==> src/rtl/sgc_pkg.sv <==
package sgc_pkg;
  localparam int unsigned REG_AW  = 5;
  localparam int unsigned WORD_W  = 32;
  localparam int unsigned WIDE_W  = 64;

  // word offsets inside the 8-word window
  localparam logic [2:0] OFS_CTRL   = 3'd0;
  localparam logic [2:0] OFS_RSVD   = 3'd1;
  localparam logic [2:0] OFS_TBL_LO = 3'd2;
  localparam logic [2:0] OFS_TBL_HI = 3'd3;

  // control word bit positions
  localparam int unsigned B_START = 0;
  localparam int unsigned B_PEND  = 1;
  localparam int unsigned B_IEN   = 2;
  localparam int unsigned B_BUSY  = 3;
  localparam int unsigned B_ERR   = 4;
  localparam int unsigned B_ABT   = 5;
  localparam int unsigned QOS_LSB = 16;
  localparam int unsigned PRT_LSB = 20;
  localparam int unsigned KEY_LSB = 24;

  localparam logic [1:0] RESP_OKAY = 2'b00;
endpackage

==> src/rtl/sgc_axil_port.sv <==
module sgc_axil_port
  import sgc_pkg::*;
(
  input  logic              clk,
  input  logic              rst_n,
  input  logic              s_awvalid,
  output logic              s_awready,
  input  logic [REG_AW-1:0] s_awaddr,
  input  logic              s_wvalid,
  output logic              s_wready,
  input  logic [WORD_W-1:0] s_wdata,
  input  logic [3:0]        s_wstrb,
  output logic              s_bvalid,
  input  logic              s_bready,
  output logic [1:0]        s_bresp,
  input  logic              s_arvalid,
  output logic              s_arready,
  input  logic [REG_AW-1:0] s_araddr,
  output logic              s_rvalid,
  input  logic              s_rready,
  output logic [WORD_W-1:0] s_rdata,
  output logic [1:0]        s_rresp,
  output logic              wr_fire,
  output logic [2:0]        wr_word,
  output logic [WORD_W-1:0] wr_data,
  output logic [3:0]        wr_strb,
  output logic [2:0]        rd_word,
  input  logic [WORD_W-1:0] rd_data
);
  logic              bvalid_q, bvalid_n;
  logic              rvalid_q, rvalid_n;
  logic [WORD_W-1:0] rdata_q,  rdata_n;
  logic              rd_fire;
  logic              unused_addr_lsb;

  assign unused_addr_lsb = ^{s_awaddr[1:0], s_araddr[1:0]};

  // write path: address and data are taken together, one response at a time
  assign wr_fire   = s_awvalid && s_wvalid && !bvalid_q;
  assign s_awready = wr_fire;
  assign s_wready  = wr_fire;
  assign wr_word   = s_awaddr[4:2];
  assign wr_data   = s_wdata;
  assign wr_strb   = s_wstrb;

  // read path: one outstanding read, data captured at address acceptance
  assign s_arready = !rvalid_q;
  assign rd_fire   = s_arvalid && !rvalid_q;
  assign rd_word   = s_araddr[4:2];

  always_comb begin
    bvalid_n = bvalid_q;
    if (wr_fire)       bvalid_n = 1'b1;
    else if (s_bready) bvalid_n = 1'b0;

    rvalid_n = rvalid_q;
    rdata_n  = rdata_q;
    if (rd_fire) begin
      rvalid_n = 1'b1;
      rdata_n  = rd_data;
    end else if (s_rready) begin
      rvalid_n = 1'b0;
    end
  end

  always_ff @(posedge clk or negedge rst_n) begin
    if (!rst_n) begin
      bvalid_q <= 1'b0;
      rvalid_q <= 1'b0;
      rdata_q  <= '0;
    end else begin
      bvalid_q <= bvalid_n;
      rvalid_q <= rvalid_n;
      if (rd_fire) rdata_q <= rdata_n;
    end
  end

  assign s_bvalid = bvalid_q;
  assign s_bresp  = RESP_OKAY;
  assign s_rvalid = rvalid_q;
  assign s_rdata  = rdata_q;
  assign s_rresp  = RESP_OKAY;

  // a pending write response stays until taken
  p_bresp_hold_r11: assert property (@(posedge clk) disable iff (!rst_n)
    s_bvalid && !s_bready |=> s_bvalid);
  // pending read data stays valid and unchanged until taken
  p_rdata_hold_r11: assert property (@(posedge clk) disable iff (!rst_n)
    s_rvalid && !s_rready |=> s_rvalid && $stable(s_rdata));
endmodule

==> src/rtl/sgc_ctrl_core.sv <==
module sgc_ctrl_core
  import sgc_pkg::*;
#(
  parameter int unsigned ADDR_W    = 64,
  parameter logic [7:0]  ABORT_KEY = 8'h6D
) (
  input  logic              clk,
  input  logic              rst_n,
  input  logic              wr_fire,
  input  logic [2:0]        wr_word,
  input  logic [WORD_W-1:0] wr_data,
  input  logic [3:0]        wr_strb,
  input  logic              seq_busy,
  input  logic              seq_done,
  input  logic              seq_err,
  input  logic              seq_int,
  output logic              start_q,
  output logic              abort_q,
  output logic [ADDR_W-1:0] tbl_q,
  output logic [3:0]        qos_q,
  output logic [2:0]        prot_q,
  output logic              ien_q,
  output logic              pend_q,
  output logic              err_q,
  output logic              abt_q,
  output logic              busy_v
);
  localparam int unsigned LANES = WORD_W / 8;

  logic              ctrl_hit, tbl_hit, go, kill, pend_clr;
  logic [WIDE_W-1:0] tbl_wide;
  logic [ADDR_W-1:0] tbl_n;
  logic [3:0]        qos_n;
  logic [2:0]        prot_n;
  logic              ien_n, pend_n, err_n, abt_n;

  assign busy_v   = seq_busy || start_q;
  assign ctrl_hit = wr_fire && (wr_word == OFS_CTRL);
  assign tbl_hit  = wr_fire && !busy_v &&
                    ((wr_word == OFS_TBL_LO) || (wr_word == OFS_TBL_HI));
  assign go       = ctrl_hit && wr_strb[0] && wr_data[B_START] && !busy_v;
  assign kill     = ctrl_hit && wr_strb[3] && busy_v &&
                    (wr_data[KEY_LSB +: 8] == ABORT_KEY);
  assign pend_clr = ctrl_hit && wr_strb[0] && wr_data[B_PEND];

  always_comb begin
    tbl_wide = WIDE_W'(tbl_q);
    if (tbl_hit) begin
      for (int b = 0; b < LANES; b++) begin
        if (wr_strb[b]) tbl_wide[(wr_word[0] ? WORD_W : 0) + b*8 +: 8] = wr_data[b*8 +: 8];
      end
    end
    tbl_n      = tbl_wide[ADDR_W-1:0];
    tbl_n[1:0] = 2'b00;

    qos_n  = qos_q;
    prot_n = prot_q;
    if (ctrl_hit && wr_strb[2] && !busy_v) begin
      qos_n  = wr_data[QOS_LSB +: 4];
      prot_n = wr_data[PRT_LSB +: 3];
    end

    ien_n = (ctrl_hit && wr_strb[0]) ? wr_data[B_IEN] : ien_q;

    pend_n = pend_q;
    if (seq_int)       pend_n = 1'b1;
    else if (pend_clr) pend_n = 1'b0;

    err_n = err_q;
    if (go)                       err_n = 1'b0;
    else if (seq_done && seq_err) err_n = 1'b1;

    abt_n = abt_q;
    if (go)        abt_n = 1'b0;
    else if (kill) abt_n = 1'b1;
  end

  always_ff @(posedge clk or negedge rst_n) begin
    if (!rst_n) begin
      start_q <= 1'b0;
      abort_q <= 1'b0;
      tbl_q   <= '0;
      qos_q   <= '0;
      prot_q  <= '0;
      ien_q   <= 1'b0;
      pend_q  <= 1'b0;
      err_q   <= 1'b0;
      abt_q   <= 1'b0;
    end else begin
      start_q <= go;
      abort_q <= kill;
      if (tbl_hit) tbl_q <= tbl_n;
      qos_q   <= qos_n;
      prot_q  <= prot_n;
      ien_q   <= ien_n;
      pend_q  <= pend_n;
      err_q   <= err_n;
      abt_q   <= abt_n;
    end
  end

  // the launch pulse never lasts more than one cycle
  p_start_single_r2: assert property (@(posedge clk) disable iff (!rst_n)
    start_q |=> !start_q);
  // launch and stop are never requested together
  p_no_start_abort_r4: assert property (@(posedge clk) disable iff (!rst_n)
    !(start_q && abort_q));
  // a stop pulse is always reflected in the abort status bit
  p_abort_status_r5: assert property (@(posedge clk) disable iff (!rst_n)
    abort_q |-> abt_q);
  // sticky error only drops on a launch
  p_err_sticky_r6: assert property (@(posedge clk) disable iff (!rst_n)
    $fell(err_q) |-> start_q);
  // pending only drops after a write-one-to-clear
  p_pend_w1c_r7: assert property (@(posedge clk) disable iff (!rst_n)
    $fell(pend_q) |-> $past(pend_clr));
  // programmed attributes frozen while busy
  p_frozen_busy_r3: assert property (@(posedge clk) disable iff (!rst_n)
    busy_v |=> $stable({qos_q, prot_q, tbl_q}));
endmodule

==> src/rtl/sgc_rdmux.sv <==
module sgc_rdmux
  import sgc_pkg::*;
#(
  parameter int unsigned ADDR_W = 64
) (
  input  logic [2:0]        rd_word,
  input  logic              busy_v,
  input  logic [ADDR_W-1:0] tbl_q,
  input  logic [3:0]        qos_q,
  input  logic [2:0]        prot_q,
  input  logic              ien_q,
  input  logic              pend_q,
  input  logic              err_q,
  input  logic              abt_q,
  input  logic [ADDR_W-1:0] cur_tbl,
  input  logic [ADDR_W-1:0] cur_rd,
  input  logic [ADDR_W-1:0] cur_wr,
  output logic [WORD_W-1:0] rd_data
);
  localparam int unsigned NPAIR = 3;

  logic [ADDR_W-1:0] src [NPAIR];
  logic [WIDE_W-1:0] ext [NPAIR];
  logic [WORD_W-1:0] ctrl_word;
  logic [1:0]        sel;
  logic [WIDE_W-1:0] pair;

  assign src[0] = busy_v ? cur_tbl : tbl_q;
  assign src[1] = cur_rd;
  assign src[2] = cur_wr;

  for (genvar i = 0; i < NPAIR; i++) begin : g_ext
    assign ext[i] = WIDE_W'(src[i]);
  end

  always_comb begin
    ctrl_word                 = '0;
    ctrl_word[QOS_LSB +: 4]   = qos_q;
    ctrl_word[PRT_LSB +: 3]   = prot_q;
    ctrl_word[B_ABT]          = abt_q;
    ctrl_word[B_ERR]          = err_q;
    ctrl_word[B_BUSY]         = busy_v;
    ctrl_word[B_IEN]          = ien_q;
    ctrl_word[B_PEND]         = pend_q;

    sel  = rd_word[2:1] - 2'd1;
    pair = (sel < 2'd3) ? ext[sel] : '0;

    case (rd_word)
      OFS_CTRL: rd_data = ctrl_word;
      OFS_RSVD: rd_data = '0;
      default:  rd_data = rd_word[0] ? pair[WIDE_W-1:WORD_W] : pair[WORD_W-1:0];
    endcase
  end
endmodule

==> src/rtl/sg_ctl_regs.sv <==
module sg_ctl_regs
  import sgc_pkg::*;
#(
  parameter int unsigned ADDR_W    = 64,
  parameter logic [7:0]  ABORT_KEY = 8'h6D
) (
  input  logic              clk,
  input  logic              rst_n,
  input  logic              s_awvalid,
  output logic              s_awready,
  input  logic [4:0]        s_awaddr,
  input  logic              s_wvalid,
  output logic              s_wready,
  input  logic [31:0]       s_wdata,
  input  logic [3:0]        s_wstrb,
  output logic              s_bvalid,
  input  logic              s_bready,
  output logic [1:0]        s_bresp,
  input  logic              s_arvalid,
  output logic              s_arready,
  input  logic [4:0]        s_araddr,
  output logic              s_rvalid,
  input  logic              s_rready,
  output logic [31:0]       s_rdata,
  output logic [1:0]        s_rresp,
  output logic              seq_start,
  output logic              seq_abort,
  output logic [ADDR_W-1:0] seq_tbl_base,
  output logic [3:0]        seq_qos,
  output logic [2:0]        seq_prot,
  input  logic              seq_busy,
  input  logic              seq_done,
  input  logic              seq_err,
  input  logic              seq_int,
  input  logic [ADDR_W-1:0] seq_cur_tbl,
  input  logic [ADDR_W-1:0] seq_cur_rd,
  input  logic [ADDR_W-1:0] seq_cur_wr,
  output logic              irq
);
  logic [1:0]  rst_sync_q;
  logic        rst_i;
  logic        wr_fire;
  logic [2:0]  wr_word, rd_word;
  logic [31:0] wr_data, rd_data;
  logic [3:0]  wr_strb;
  logic        ien_q, pend_q, err_q, abt_q, busy_v;

  // asynchronous assertion, synchronous release
  always_ff @(posedge clk or negedge rst_n) begin
    if (!rst_n) rst_sync_q <= 2'b00;
    else        rst_sync_q <= {rst_sync_q[0], 1'b1};
  end
  assign rst_i = rst_sync_q[1];

  sgc_axil_port u_port (
    .clk       (clk),
    .rst_n     (rst_i),
    .s_awvalid (s_awvalid),
    .s_awready (s_awready),
    .s_awaddr  (s_awaddr),
    .s_wvalid  (s_wvalid),
    .s_wready  (s_wready),
    .s_wdata   (s_wdata),
    .s_wstrb   (s_wstrb),
    .s_bvalid  (s_bvalid),
    .s_bready  (s_bready),
    .s_bresp   (s_bresp),
    .s_arvalid (s_arvalid),
    .s_arready (s_arready),
    .s_araddr  (s_araddr),
    .s_rvalid  (s_rvalid),
    .s_rready  (s_rready),
    .s_rdata   (s_rdata),
    .s_rresp   (s_rresp),
    .wr_fire   (wr_fire),
    .wr_word   (wr_word),
    .wr_data   (wr_data),
    .wr_strb   (wr_strb),
    .rd_word   (rd_word),
    .rd_data   (rd_data)
  );

  sgc_ctrl_core #(.ADDR_W(ADDR_W), .ABORT_KEY(ABORT_KEY)) u_core (
    .clk      (clk),
    .rst_n    (rst_i),
    .wr_fire  (wr_fire),
    .wr_word  (wr_word),
    .wr_data  (wr_data),
    .wr_strb  (wr_strb),
    .seq_busy (seq_busy),
    .seq_done (seq_done),
    .seq_err  (seq_err),
    .seq_int  (seq_int),
    .start_q  (seq_start),
    .abort_q  (seq_abort),
    .tbl_q    (seq_tbl_base),
    .qos_q    (seq_qos),
    .prot_q   (seq_prot),
    .ien_q    (ien_q),
    .pend_q   (pend_q),
    .err_q    (err_q),
    .abt_q    (abt_q),
    .busy_v   (busy_v)
  );

  sgc_rdmux #(.ADDR_W(ADDR_W)) u_rdmux (
    .rd_word (rd_word),
    .busy_v  (busy_v),
    .tbl_q   (seq_tbl_base),
    .qos_q   (seq_qos),
    .prot_q  (seq_prot),
    .ien_q   (ien_q),
    .pend_q  (pend_q),
    .err_q   (err_q),
    .abt_q   (abt_q),
    .cur_tbl (seq_cur_tbl),
    .cur_rd  (seq_cur_rd),
    .cur_wr  (seq_cur_wr),
    .rd_data (rd_data)
  );

  assign irq = pend_q && ien_q;

  // the line never rises without a pending request
  p_irq_needs_pend_r7: assert property (@(posedge clk) disable iff (!rst_i)
    $rose(irq) |-> pend_q);
  // a stop request is only issued while a run is active or launching
  p_abort_while_busy_r4: assert property (@(posedge clk) disable iff (!rst_i)
    seq_abort |-> $past(busy_v));
endmodule

==> config.mk <==
export PLATFORM = sky130hd
export DESIGN_NAME = sg_ctl_regs
export DESIGN_NICKNAME = d
export VERILOG_FILES = /design/src/rtl/sgc_pkg.sv /design/src/rtl/sgc_axil_port.sv /design/src/rtl/sgc_ctrl_core.sv /design/src/rtl/sgc_rdmux.sv /design/src/rtl/sg_ctl_regs.sv
export SDC_FILE = /design/constraint.sdc
export NUM_CORES = 1
export LEC_CHECK = 0
export BUFFER_PORTS_ARGS = -buffer_cell sky130_fd_sc_hd__buf_4
export CELL_PAD_IN_SITES_DETAIL_PLACEMENT = 0
export CELL_PAD_IN_SITES_GLOBAL_PLACEMENT = 1
export CORE_AREA = 2 2 143 145
export CTS_CLUSTER_DIAMETER = 80
export DETAILED_ROUTE_END_ITERATION = 8
export DIE_AREA = 0 0 145 147
export PLACE_DENSITY = 0.79
export SETUP_SLACK_MARGIN = 0.3
export SYNTH_ARGS = -nofsm -noshare
export SYNTH_HDL_FRONTEND = slang
export SYNTH_SLANG_ARGS = --single-unit
==> constraint.sdc <==
create_clock -name clk -period 9.05 [get_ports clk]
set_input_delay 1.81 -clock clk [delete_from_list [all_inputs] [get_ports clk]]
set_output_delay 1.81 -clock clk [all_outputs]
set_load 0.05 [all_outputs]
After elaboration in Yosys (flattened, before gate mapping)
Index checks and enable logic that the tools add are counted.

Add/subtract/negate cells: 8. Order comparisons: 2. Equality and inequality tests: 4. Shifts and indexed selects: 8. Multiplexer cells: 29. Bitwise gates (word level): 1. Reductions and logical operators: 29.

Operators with widths (number): 64-bit two-way mux (11); 64-bit bitwise mux (4); 8-bit by 34-bit variable shift with 64-bit output (first input constant) (4); 8-bit by 34-bit indexed part select with 64-bit output (4); 32-bit negator with 34-bit output (4); 64-bit binary-select mux with 2-bit select (1); 32-bit by 5-bit adder with 32-bit output (second input constant) (2); 32-bit case mux with 2 select lines (1); 32-bit by 4-bit adder with 32-bit output (second input constant) (1); 32-bit two-way mux (1); 1-bit logical AND (17); 1-bit two-way mux (10); 2-bit nonzero test (5); 8-bit by 7-bit == test with 1-bit output (second input constant) (1); 3-bit by 2-bit == test with 1-bit output (second input constant) (2); 3-bit zero test (2); 6-bit two-way mux (1); 3-bit by 1-bit == test with 1-bit output (second input constant) (1); 3-bit greater-or-equal comparator (second input constant) (1); 1-bit zero test (3); 2-bit NOT with 3-bit output (1); 1-bit logical OR (2); 2-bit less-than comparator (second input constant) (1); 2-bit by 1-bit subtractor with 2-bit output (second input constant) (1).

Bits in registers: 111. Input port bits: 249.

Logic depth before layout (Yosys ltp)
Gate-level depths: netlist (run 1).

Word-level depth: 14. Mapped depth: 8. Mapped depth without buffers: 6.

Hierarchy
From an unflattened synthesis (run 1), not the netlist that was laid out.

Cell total of the unflattened synthesis: 574. Area total of the unflattened synthesis: 7134.3 sq um.

By module, submodules not included: sgc_ctrl_core (times used 1, cells an instance 184, area an instance 2951.6 sq um); sgc_rdmux (times used 1, cells an instance 261, area an instance 2358.5 sq um); sgc_axil_port (times used 1, cells an instance 125, area an instance 1764.2 sq um); sg_ctl_regs (times used 1, cells an instance 4, area an instance 60.1 sq um).

Least setup slack after synthesis (run 1)
No wires, ideal clock.

Path kind: input-to-output. Start: input s_awvalid. End: output s_wready. Data arrival time: 2874 ps. Required time: 7240 ps. Path slack: 4366 ps. Stages: 3. Buffers on the path: 1. Path through: nand2_1 > nor2_1 > buf_4.

Cells in the longest elaborated chain, start to end: 2.

Ends and longest elaborated chain: from (decl) (RTL line sg_ctl_regs.sv:9) `input logic s_awvalid,`; 1-bit logical AND (2 in a row) (RTL line sgc_axil_port.sv:39) `assign wr_fire = s_awvalid && s_wvalid && !bvalid_q;`; to (decl) (RTL line sg_ctl_regs.sv:13) `output logic s_wready,`.

No other way between the ends.

Worst setup path after layout (run 1)
Start: input s_araddr[3]. End: register u_port.rdata_q[15] (netlist: u_port.s_rdata[15]).

Cells in the longest elaborated chain, start to end: 8. Elaborated cells on any way between the ends: 11.

Ends and longest elaborated chain: from (decl) (RTL line sg_ctl_regs.sv:21) `input logic [4:0] s_araddr,`; 2-bit by 1-bit subtractor with 2-bit output (RTL line sgc_rdmux.sv:46) `sel = rd_word[2:1] - 2'd1;`; 2-bit NOT with 3-bit output (implied by the code) (RTL line sgc_rdmux.sv:47) `pair = (sel < 2'd3) ? ext[sel] : '0;`; 64-bit binary-select mux with 2-bit select (RTL line sgc_rdmux.sv:47); 64-bit two-way mux (implied by the code) (2 in a row) (RTL line sgc_rdmux.sv:47); 64-bit two-way mux (RTL line sgc_rdmux.sv:47); 32-bit two-way mux (RTL line sgc_rdmux.sv:52) `default: rd_data = rd_word[0] ? pair[WIDE_W-1:WORD_W] : pair[WORD_W-1:0];`; 32-bit case mux with 2 select lines (*) (RTL line sgc_rdmux.sv:49) `case (rd_word)`; to (signal assigned) (RTL line sgc_axil_port.sv:74) `if (rd_fire) rdata_q <= rdata_n;`; to (decl) (RTL line sgc_axil_port.sv:32) `logic [WORD_W-1:0] rdata_q, rdata_n;`.

Every way passes the cells marked *; elsewhere a longest branch is shown, timed or not. The select of a mux whose other input is x is not followed. A chain may end at the register's enable or synchronous reset.

==> impl_results.md, run 1 <==
* Placer Congestion at ~0.77
* Final min period at between 5 and 6 ns
* Unrepaired setup endpoints after global routing: no
* Largest area contributor in the netlist: dfrtp_1
* Clk root buf: clkbuf_16
* Die footprint at ~0.021 mm²
* Top cell type's share of synthesized area at 0.448
* Final setup vio count at 0
* Min-delay worst type: reg -> async
* Clk pin slew, worst setup/hold paths at about 0.080 ns
* Cts bufs inserted at 9
* Global-route usage over all layers at 0.219
* Largest net degree at the start of global routing at 63
* First drt pass iteration count at 5
* Fin. max-slew vios at 0
* Post-synthesis instance area at 0.00619 mm²
* ANT nets after route at 0
* CTS Hold Bufs at 0
* CTS resizes at 0
* Area of the core at between 0.015 and 0.02 mm²
* Rows at 52
* Worst endpoint required time at 9.34 ns
* GRT overflow at 0
* FF-to-FF Start: u_core.start_q
* Seq. cell area at 0.00278 mm²
* Fin. Hold Viols at 0
* Reg2reg end: u_core.tbl_q[34]
* CP arrival at 5.48 ns
* Post-synthesis sequential area ratio at 0.448
* CTS tree: done
* Flops & latches, synth at approximately 110
* Worst slew pin tran at 1.14 ns
* Worst-Skew Late Latency at roughly 0.36 ns
* Max Freq at 193 MHz
* Die width at 145 µm
* Worst Skew at between 0.01 and 0.015 ns
* CTS HTree Levels at 3
* Setup Crit Path Kind: in -> reg
* Final period util at 0.573
* CTS Buffer Depth at 2
* Static Leak at 4.68 nW
* Busiest grt layer: met2
* Mapped Cells at 478
* Post-route DRC at 0
* # IOs at 364
* Worst Path Max Fanout at 28
* # fillers at ~1900
* Max cap viols at 0
* Met1 global-route usage at 0.261
* Crit end category: flip-flop
* Initial antenna violation count at 0
* First-pass GRT wire length at 35400 µm
* Share of layout cells above drive strength 1 at 0.636
* Synth top area cells: dfrtp_1, mux2_2, mux4_2
* Fin Setup TNS at 0 ns
* Final WL at 23400 µm
* Worst R2R Path Depth at 5
* Max IR drop VDD at 0.000121 V
* Via count at 5430
* Antenna diode count at 0
* Post-detail-place hpwl at 18000 µm
* Max_slew headroom at 0.241
* Avg Cell Area, Syn at 13.0 µm²
* Port bufs at 353
* Initial Utilization at 0.312
* DP Cell Count at 1072
* Final Non-Filler Cells at 1088
* Iteration-0 DRC Markers at between 150 and 200
* WL per Instance at 21.5 µm
* Die Ht at roughly 150 µm
* Netlist cell types at between 40 and 50
* Worst R2R Setup Slack at 6.27 ns
* PwrDens at 178 mW/mm²
* Synth warn at 0
* Clock Sinks at about 110
* Multi-input gate area at 0.00324 mm²
* Met3 Use GR at 0.0556
* NumNets Final at between 1000 and 1500
* Via density at approximately 5
* Setup Fix Bufs, Post-CTS at 0
* Worst Setup Start Kind: input port
* Vias in the first global route at 5837
* Status: complete, no violations
* Grt met2 use at 0.388
* Area Overhead vs Synth at 51.6%
[critical path, stage by stage]
cell       delay [ns]
buf_4            0.11
inv_1            0.05
ha_1             1.00
nand4bb_1        0.90
nor2_2           1.17
a22o_1           0.31
a221o_1          0.11
[cells by family after synthesis]
logic type / share of synthesized area
AO/OA/AOI/OAI: 0.101
adder cells (fa/ha/maj): 0.00202
buffers and inverters: 0.0329
flip-flops: 0.448
multiplexers: 0.352
other: 0.00121
AND/OR/NAND/NOR: 0.0620
[state kept, by name (all words and copies together) (netlist names)]
name / cells
u_core.ien_q: 1
u_core.start_q: 1
u_core.qos_q: 4
u_core.tbl_q: 62
u_port.s_rvalid: 1
u_core.prot_q: 3
u_core.abt_q: 1
u_core.abort_q: 1
u_core.pend_q: 1
u_core.err_q: 1
u_port.s_bvalid: 1
u_port.s_rdata: 32
rst_sync_q: 2
[worst max-delay path by stage]
stage,cells after the start,start,slack [ns],endpoint
floorplan,3,s_awvalid,4.37,s_wready
global placement,7,s_araddr[3],3.44,u_port.s_rdata[15]
detailed placement,7,s_araddr[3],3.43,u_port.s_rdata[15]
CTS,7,s_araddr[3],3.80,u_port.s_rdata[15]
global route,7,s_araddr[3],3.55,u_port.s_rdata[22]
finish,7,s_araddr[3],3.86,u_port.s_rdata[15]
[cell usage in the layout (no fill, tap or decap), drive strengths merged, types with 3 or more instances in the layout]
cell type  count
and2           3
mux2         110
and3           3
clkbuf        10
nor3           5
mux2i         24
clkinv         3
dfrtp        111
nand2         25
mux4          31
conb           7
nand4bb        3
a21oi         20
o21ai          3
nor2          27
inv            5
o221ai         9
a221o         20
a22o          19
buf          357
[metrics by stage]
stage / util / setup slack (ns) / instance area [µm²] / hold slack [ns] / power, mW
after floorplan: - / 4.37 / 6210 / 0.331 / 0.994
after global placement: 0.456 / 3.44 / 9060 / 0.337 / 1.24
after detailed placement: 0.456 / 3.43 / 9060 / 0.344 / 1.25
after CTS: 0.473 / 3.80 / 9390 / 0.367 / 1.69
after global routing: 0.473 / 3.55 / 9390 / 0.369 / 1.74
final: 0.473 / 3.86 / 9390 / 0.345 / 1.67
[layout make-up]
class	count	area share
multi-input combinational	330	0.346
sequential	111	0.296
timing repair buffer	357	0.285
tap	270	0.0360
clock buffer	10	0.0255
clock inverter	6	0.00973
inverter	4	0.00160
[per-layer routing]
layer / up-vias / part of all wire
met2: 238 / 0.51
met5: - / 0
met1: 2671 / 0.40
met3: 23 / 0.072
met4: 0 / 0.022
li1: 2498 / -
[cells in the mapped netlist]
cell and count:
dfrtp_1 111, mux2_2 107, mux4_2 31, nor2_1 27, nand2_1 25, mux2i_1 24
a21oi_1 20, a221o_1 20, a22o_1 19, clkbuf_1 19, buf_2 10, o221ai_1 9
buf_4 7, nor3_1 5, inv_1 4, and2_1 3, and3_1 3, nand4bb_1 3
o21ai_0 3, conb_1 2, mux2_1 2, nor2b_1 2, nor4bb_1 2, a2111oi_0 1
a21o_1 1, a221oi_1 1, a2bb2oi_1 1, a311oi_1 1, a31oi_1 1, and4_1 1
buf_1 1, buf_6 1, ha_1 1, mux2_4 1, nand2b_1 1, nand3_1 1
nor4_1 1, nor4_2 1, nor4b_1 1, o21ba_2 1, o311ai_0 1, or2_1 1
or3_1 1
[power breakdown]
group / internal [mW] / switching [mW]
Sequential: 0.559 / 0.0506
Combinational: 0.249 / 0.372
Clock: 0.252 / 0.192
Note: power is estimated with default switching activity, not from simulation.
==> run 2, diff against run 1 <==
CORE_AREA = default   (was 2 2 143 145)
CORE_UTILIZATION = 30   (was default)
DIE_AREA = default   (was 0 0 145 147)
clock period = 4.5 ns   (was 9.05 ns; I/O delays follow)
==> run 2 against run 1 <==
Against the previous run:
- clock power increased by 85%
- sequential cell count unchanged
- non-clock buffer count rose by 6
- design area is 0.12% higher
- die area shrank 0.41%
- cell count is 0.55% higher
- clock-buffer cell count grew 1
- total power up 97%
- utilization shrank 0.86 points
- worst setup slack worse by 2.3 ns
- via count increased by 1.0%
==> impl_results.md, run 2 (same netlist as run 1, synthesis figures left out) <==
* Clock Sinks at 111
* Die Ht at between 100 and 150 µm
* Worst path max stage delay at 0.53 ns
* Worst Skew at 0.0147 ns
* Share of layout cells above drive strength 1 at 0.636
* Die width at about 150 µm
* Area of placed instances at between 0.009 and 0.01 mm²
* CTS Buffer Depth at 2
* Die footprint at 0.0212 mm²
* Fin. max-slew vios at 0
* Worst Setup Start Kind: input port
* CP arrival at 3.14 ns
* Final WL at ~23000 µm
* Most frequent cells in the layout: buf_4, dfrtp_1, mux2_2, mux4_2
* CP Cell Sequence: buf_4 -> or2_2 -> buf_4 -> mux2_4 -> mux4_2 -> a221o_1
* Worst R2R Setup Slack at 1.84 ns
* Setup Crit Path Kind: in -> reg
* Vias in the first global route at 5824
* WL per Instance at 21.3 µm
* Max Freq at between 300 and 400 MHz
* Post-detail-place hpwl at between 15000 and 20000 µm
* Commonest non-fill, non-tap cell in the layout: buf_4
* Largest net degree at the start of global routing at 57
* Unrepaired setup endpoints after global routing: no
* Final min period at about 2.9 ns
* CTS Hold Bufs at 0
* Via density at 5.01
* Worst slew pin tran at 1.07 ns
* Iteration-0 DRC Markers at approximately 160
* Via count at 5485
* Rows at 52
* Total power at 3.29 mW
* Area Overhead vs Synth at 51.7%
* Static Leak at 4.69 nW
* Min-delay worst type: reg -> async
* Cts bufs inserted at 9
* Antenna diode count at 0
* Final setup vio count at 0
* Worst path slowest cell: buf_4
* First drt pass iteration count at 4
* Most frequent CP cell: buf_4
* First-pass GRT wire length at 34900 µm
* ANT nets after route at 0
* Initial Utilization at 0.306
* Final period util at 0.645
* GRT overflow at 0
* Initial antenna violation count at 2
* Placer Congestion at 0.807
* Flip-flop count of the largest register after layout at just over 60
* Max cap viols at 0
* Max IR drop VDD at roughly 0.00015 V
* Clk root buf: clkbuf_16
* CTS resizes at 0
* CTS HTree Levels at 3
* NumNets Final at 1069
* Crit end category: flip-flop
* Fin util at 0.465
* CTS tree: done
* Final instance area at 0.00940 mm²
* Worst-Skew Late Latency at 0.35 ns
* Post-route DRC at 0
* Worst endpoint required time at 4.74 ns
* Global-route usage over all layers at 0.221
* Fin Hold WS at 0.159 ns
* Port bufs at 353
* PwrDens at between 300 and 400 mW/mm²
* Fin. Hold Viols at 0
* Clk pin slew, worst setup/hold paths at approximately 0.08 ns
* Worst Path Max Fanout at 24
* Register with the most flip-flops: u_core.tbl_q
* Status: complete, no violations
* # IOs at 364
* Area of the core at 0.0202 mm²
* Max_slew headroom at 0.289
* Setup Fix Bufs, Post-CTS at 0
* Fin Setup TNS at 0 ns
## run 2: routing by layer
metal  global-route usage  part of all wire
met5                    0            0.0012
met4               0.0726             0.022
met3               0.0586             0.070
met2                0.396              0.51
met1                0.254              0.39
## run 2: cell type report
cell class | instances | area (µm²)
sequential | 111 | 2780
tap | 270 | 338
clock buffer | 11 | 233
timing repair buffer | 363 | 2730
fill | 1919 | 10800
multi-input combinational | 330 | 3240
clock inverter | 5 | 63.8
inverter | 4 | 15.0
## run 2: final timing paths
| kind | from | endpoint | depth (start not counted) |
|---|---|---|---|
| setup / recovery | seq_busy | u_port.s_rdata[0] | 6 |
| hold / removal | rst_sync_q[1] | u_core.qos_q[1] | 0 |
| setup reg to reg | u_core.start_q | u_port.s_rdata[0] | 5 |
| hold reg to reg | rst_sync_q[1] | u_core.qos_q[1] | 0 |
| max in group asynchronous | rst_sync_q[1] | u_port.s_rdata[25] | 1 |
| min in group clk | rst_sync_q[0] | rst_sync_q[1] | 0 |
## run 2: metrics by stage
step / cells / worst slack [ns]
finish: 1094 / 1.60
global route: 1094 / 1.44
CTS: 1094 / 1.54
detailed placement: 1078 / 1.16
global placement: 1078 / 1.16
floorplan: 483 / 1.18
## run 2: worst max-delay path: cells and delay by family
kind / cells / cell delay (ns)
muxes: 2 / 0.83
buffers and inverters: 2 / 0.61
and+or+nand+nor: 1 / 0.45
AOI/OAI and AO/OA: 1 / 0.33
## run 2: power breakdown
group	leakage [nW]	internal, mW	switching, mW
combinational	3.08	0.504	0.744
sequential	1.47	1.12	0.101
clock	0.141	0.438	0.384
total	4.69	2.07	1.23
==> run 3, diff against run 2 <==
CORE_AREA = 2 2 141 143   (was default)
CORE_UTILIZATION = default   (was 30)
DIE_AREA = 0 0 143 145   (was default)
PLACE_DENSITY = 0.81   (was 0.79)
clock period = 3 ns   (was 4.5 ns; I/O delays follow)
==> run 3 against run 2 <==
Against the previous run:
- cell count about the same
- non-clock buffer count rose by 6
- utilization increased by 2.8 points
==> impl_results.md, run 3 (same netlist as run 1, synthesis figures left out) <==
* DP Cell Count at roughly 1100
* CTS Buffer Depth at 2
* Fin. max-slew vios at 0
* Post-route DRC at 0
* Clock Sinks at 111
* Commonest non-fill, non-tap cell in the layout: buf_4
* Setup Fix Bufs, Post-CTS at 0
* Final instance area at between 0.009 and 0.01 mm²
* Most frequent cells in the layout: buf_4, dfrtp_1, mux2_2, mux4_2
* Largest net degree at the start of global routing at 51
* Final period util at 0.770
* Rows at 51
* Static Leak at 4.72 nW
* Share of layout cells above drive strength 1 at 0.639
* Via density at between 5 and 6
* Total power at slightly below 5 mW
* Setup WS pre-CTS at 0.328 ns
* Unrepaired setup endpoints after global routing: no
* NumNets Final at around 1100
* Max cap viols at 0
* Fin util at 0.492
* CTS tree: done
* Die footprint at 0.0207 mm²
* Worst-Skew Late Latency at roughly 0.35 ns
* Fin Setup TNS at 0 ns
* Area Overhead vs Synth at 52.7%
* Worst slew pin tran at 1.04 ns
* Worst Setup Start Kind: flip-flop
* Final WS setup at slightly below 0.7 ns
* Die Ht at ~150 µm
* Flip-flop count of the largest register after layout at 62
* First-pass GRT wire length at 34100 µm
* Status: complete, no violations
* Via count at 5495
* Max Freq at 433 MHz
* Final setup vio count at 0
* Final WL at 23200 µm
* PwrDens at 515 mW/mm²
* Worst endpoint required time at 3.24 ns
* Worst Skew at 0.00748 ns
* CP Cell Sequence: or2_2 -> nor4_2 -> nand2_1 -> mux2_2
* Global-route usage over all layers at 0.220
* # IOs at 364
* Initial Utilization at 0.323
* CP arrival at 2.55 ns
* Worst path slowest cell: nor4_2
* ANT nets after route at 0
* Register with the most flip-flops: u_core.tbl_q
* Post-detail-place hpwl at 18200 µm
* Worst R2R Path Depth at 4
* GRT overflow at 0
* Vias in the first global route at 5775
* CTS HTree Levels at 3
* Setup Crit Path Kind: reg -> reg
* # fillers at between 1500 and 2000
* Area of the core at 0.0192 mm²
* Port bufs at 353
* Min-delay worst type: reg -> async
* First drt pass iteration count at 4
* Fin. Hold Viols at 0
* Worst Path Max Fanout at 13
* Max IR drop VDD at 0.000327 V
* Final Non-Filler Cells at 1095
* Final min period at 2.31 ns
* Fin Hold WS at 0.328 ns
* Initial antenna violation count at 0
* Iteration-0 DRC Markers at roughly 180
* Max_slew headroom at 0.303
* CTS resizes at 0
* Cts bufs inserted at 9
* Antenna diode count at 0
* Clk root buf: clkbuf_16
* Die width at 143 µm
* WL per Instance at 21.2 µm
* Crit end category: flip-flop
* CTS Hold Bufs at 0
* Area of placed instances at 0.00917 mm²
* Placer Congestion at ~0.80
* Clk pin slew, worst setup/hold paths at 0.07 ns
* Worst path max stage delay at 0.50 ns
[run 3: cell types whose count changed in the layout (fill, tap and decap cells not counted), sizes merged]
cell         delta
dlygate4sd3     +1
clkinv          +2
inv             -2
clkinvlp        +1
bufinv          -1
buf             +5
[run 3: worst max-delay path, delay by kind of cell (launching register included)]
kind	cells	cell delay, ns
flops	1	0.39
simple gates	3	1.41
mux	1	0.39
[run 3: worst paths after layout]
kind | from | slack (ns) | end
max reg2reg | u_core.start_q | 0.69 | u_core.tbl_q[22]
min in group clk | rst_sync_q[0] | 0.36 | rst_sync_q[1]
min | rst_sync_q[1] | 0.33 | u_core.prot_q[1]
max | u_core.start_q | 0.69 | u_core.tbl_q[22]
min reg2reg | rst_sync_q[1] | 0.33 | u_core.prot_q[1]
max in group asynchronous | rst_sync_q[1] | 1.94 | u_port.s_rdata[29]
[run 3: metal layers]
layer  global-route usage  part of all wire  vias to the layer above
li1                     -                 -                     2533
met1                0.263              0.40                     2724
met2                0.400              0.52                      222
met3               0.0469             0.065                       16
met4               0.0480             0.012                        0
met5                    0                 0                        -
[run 3: where the power goes]
part | leakage [nW] | switching (mW) | total [mW] | internal [mW]
logic | 3.12 | 1.12 | 1.89 | 0.766
registers | 1.47 | 0.152 | 1.84 | 1.69
clock network | 0.132 | 0.558 | 1.14 | 0.586
[run 3: final cells by class]
| type | instances | area, µm² | area share |
|---|---|---|---|
| multi-input combinational | 330 | 3240 | 0.343 |
| timing repair buffer | 369 | 2810 | 0.297 |
| sequential | 111 | 2780 | 0.294 |
| tap | 265 | 332 | 0.0351 |
| clock buffer | 11 | 243 | 0.0257 |
| clock inverter | 5 | 33.8 | 0.00357 |
| inverter | 4 | 15.0 | 0.00159 |
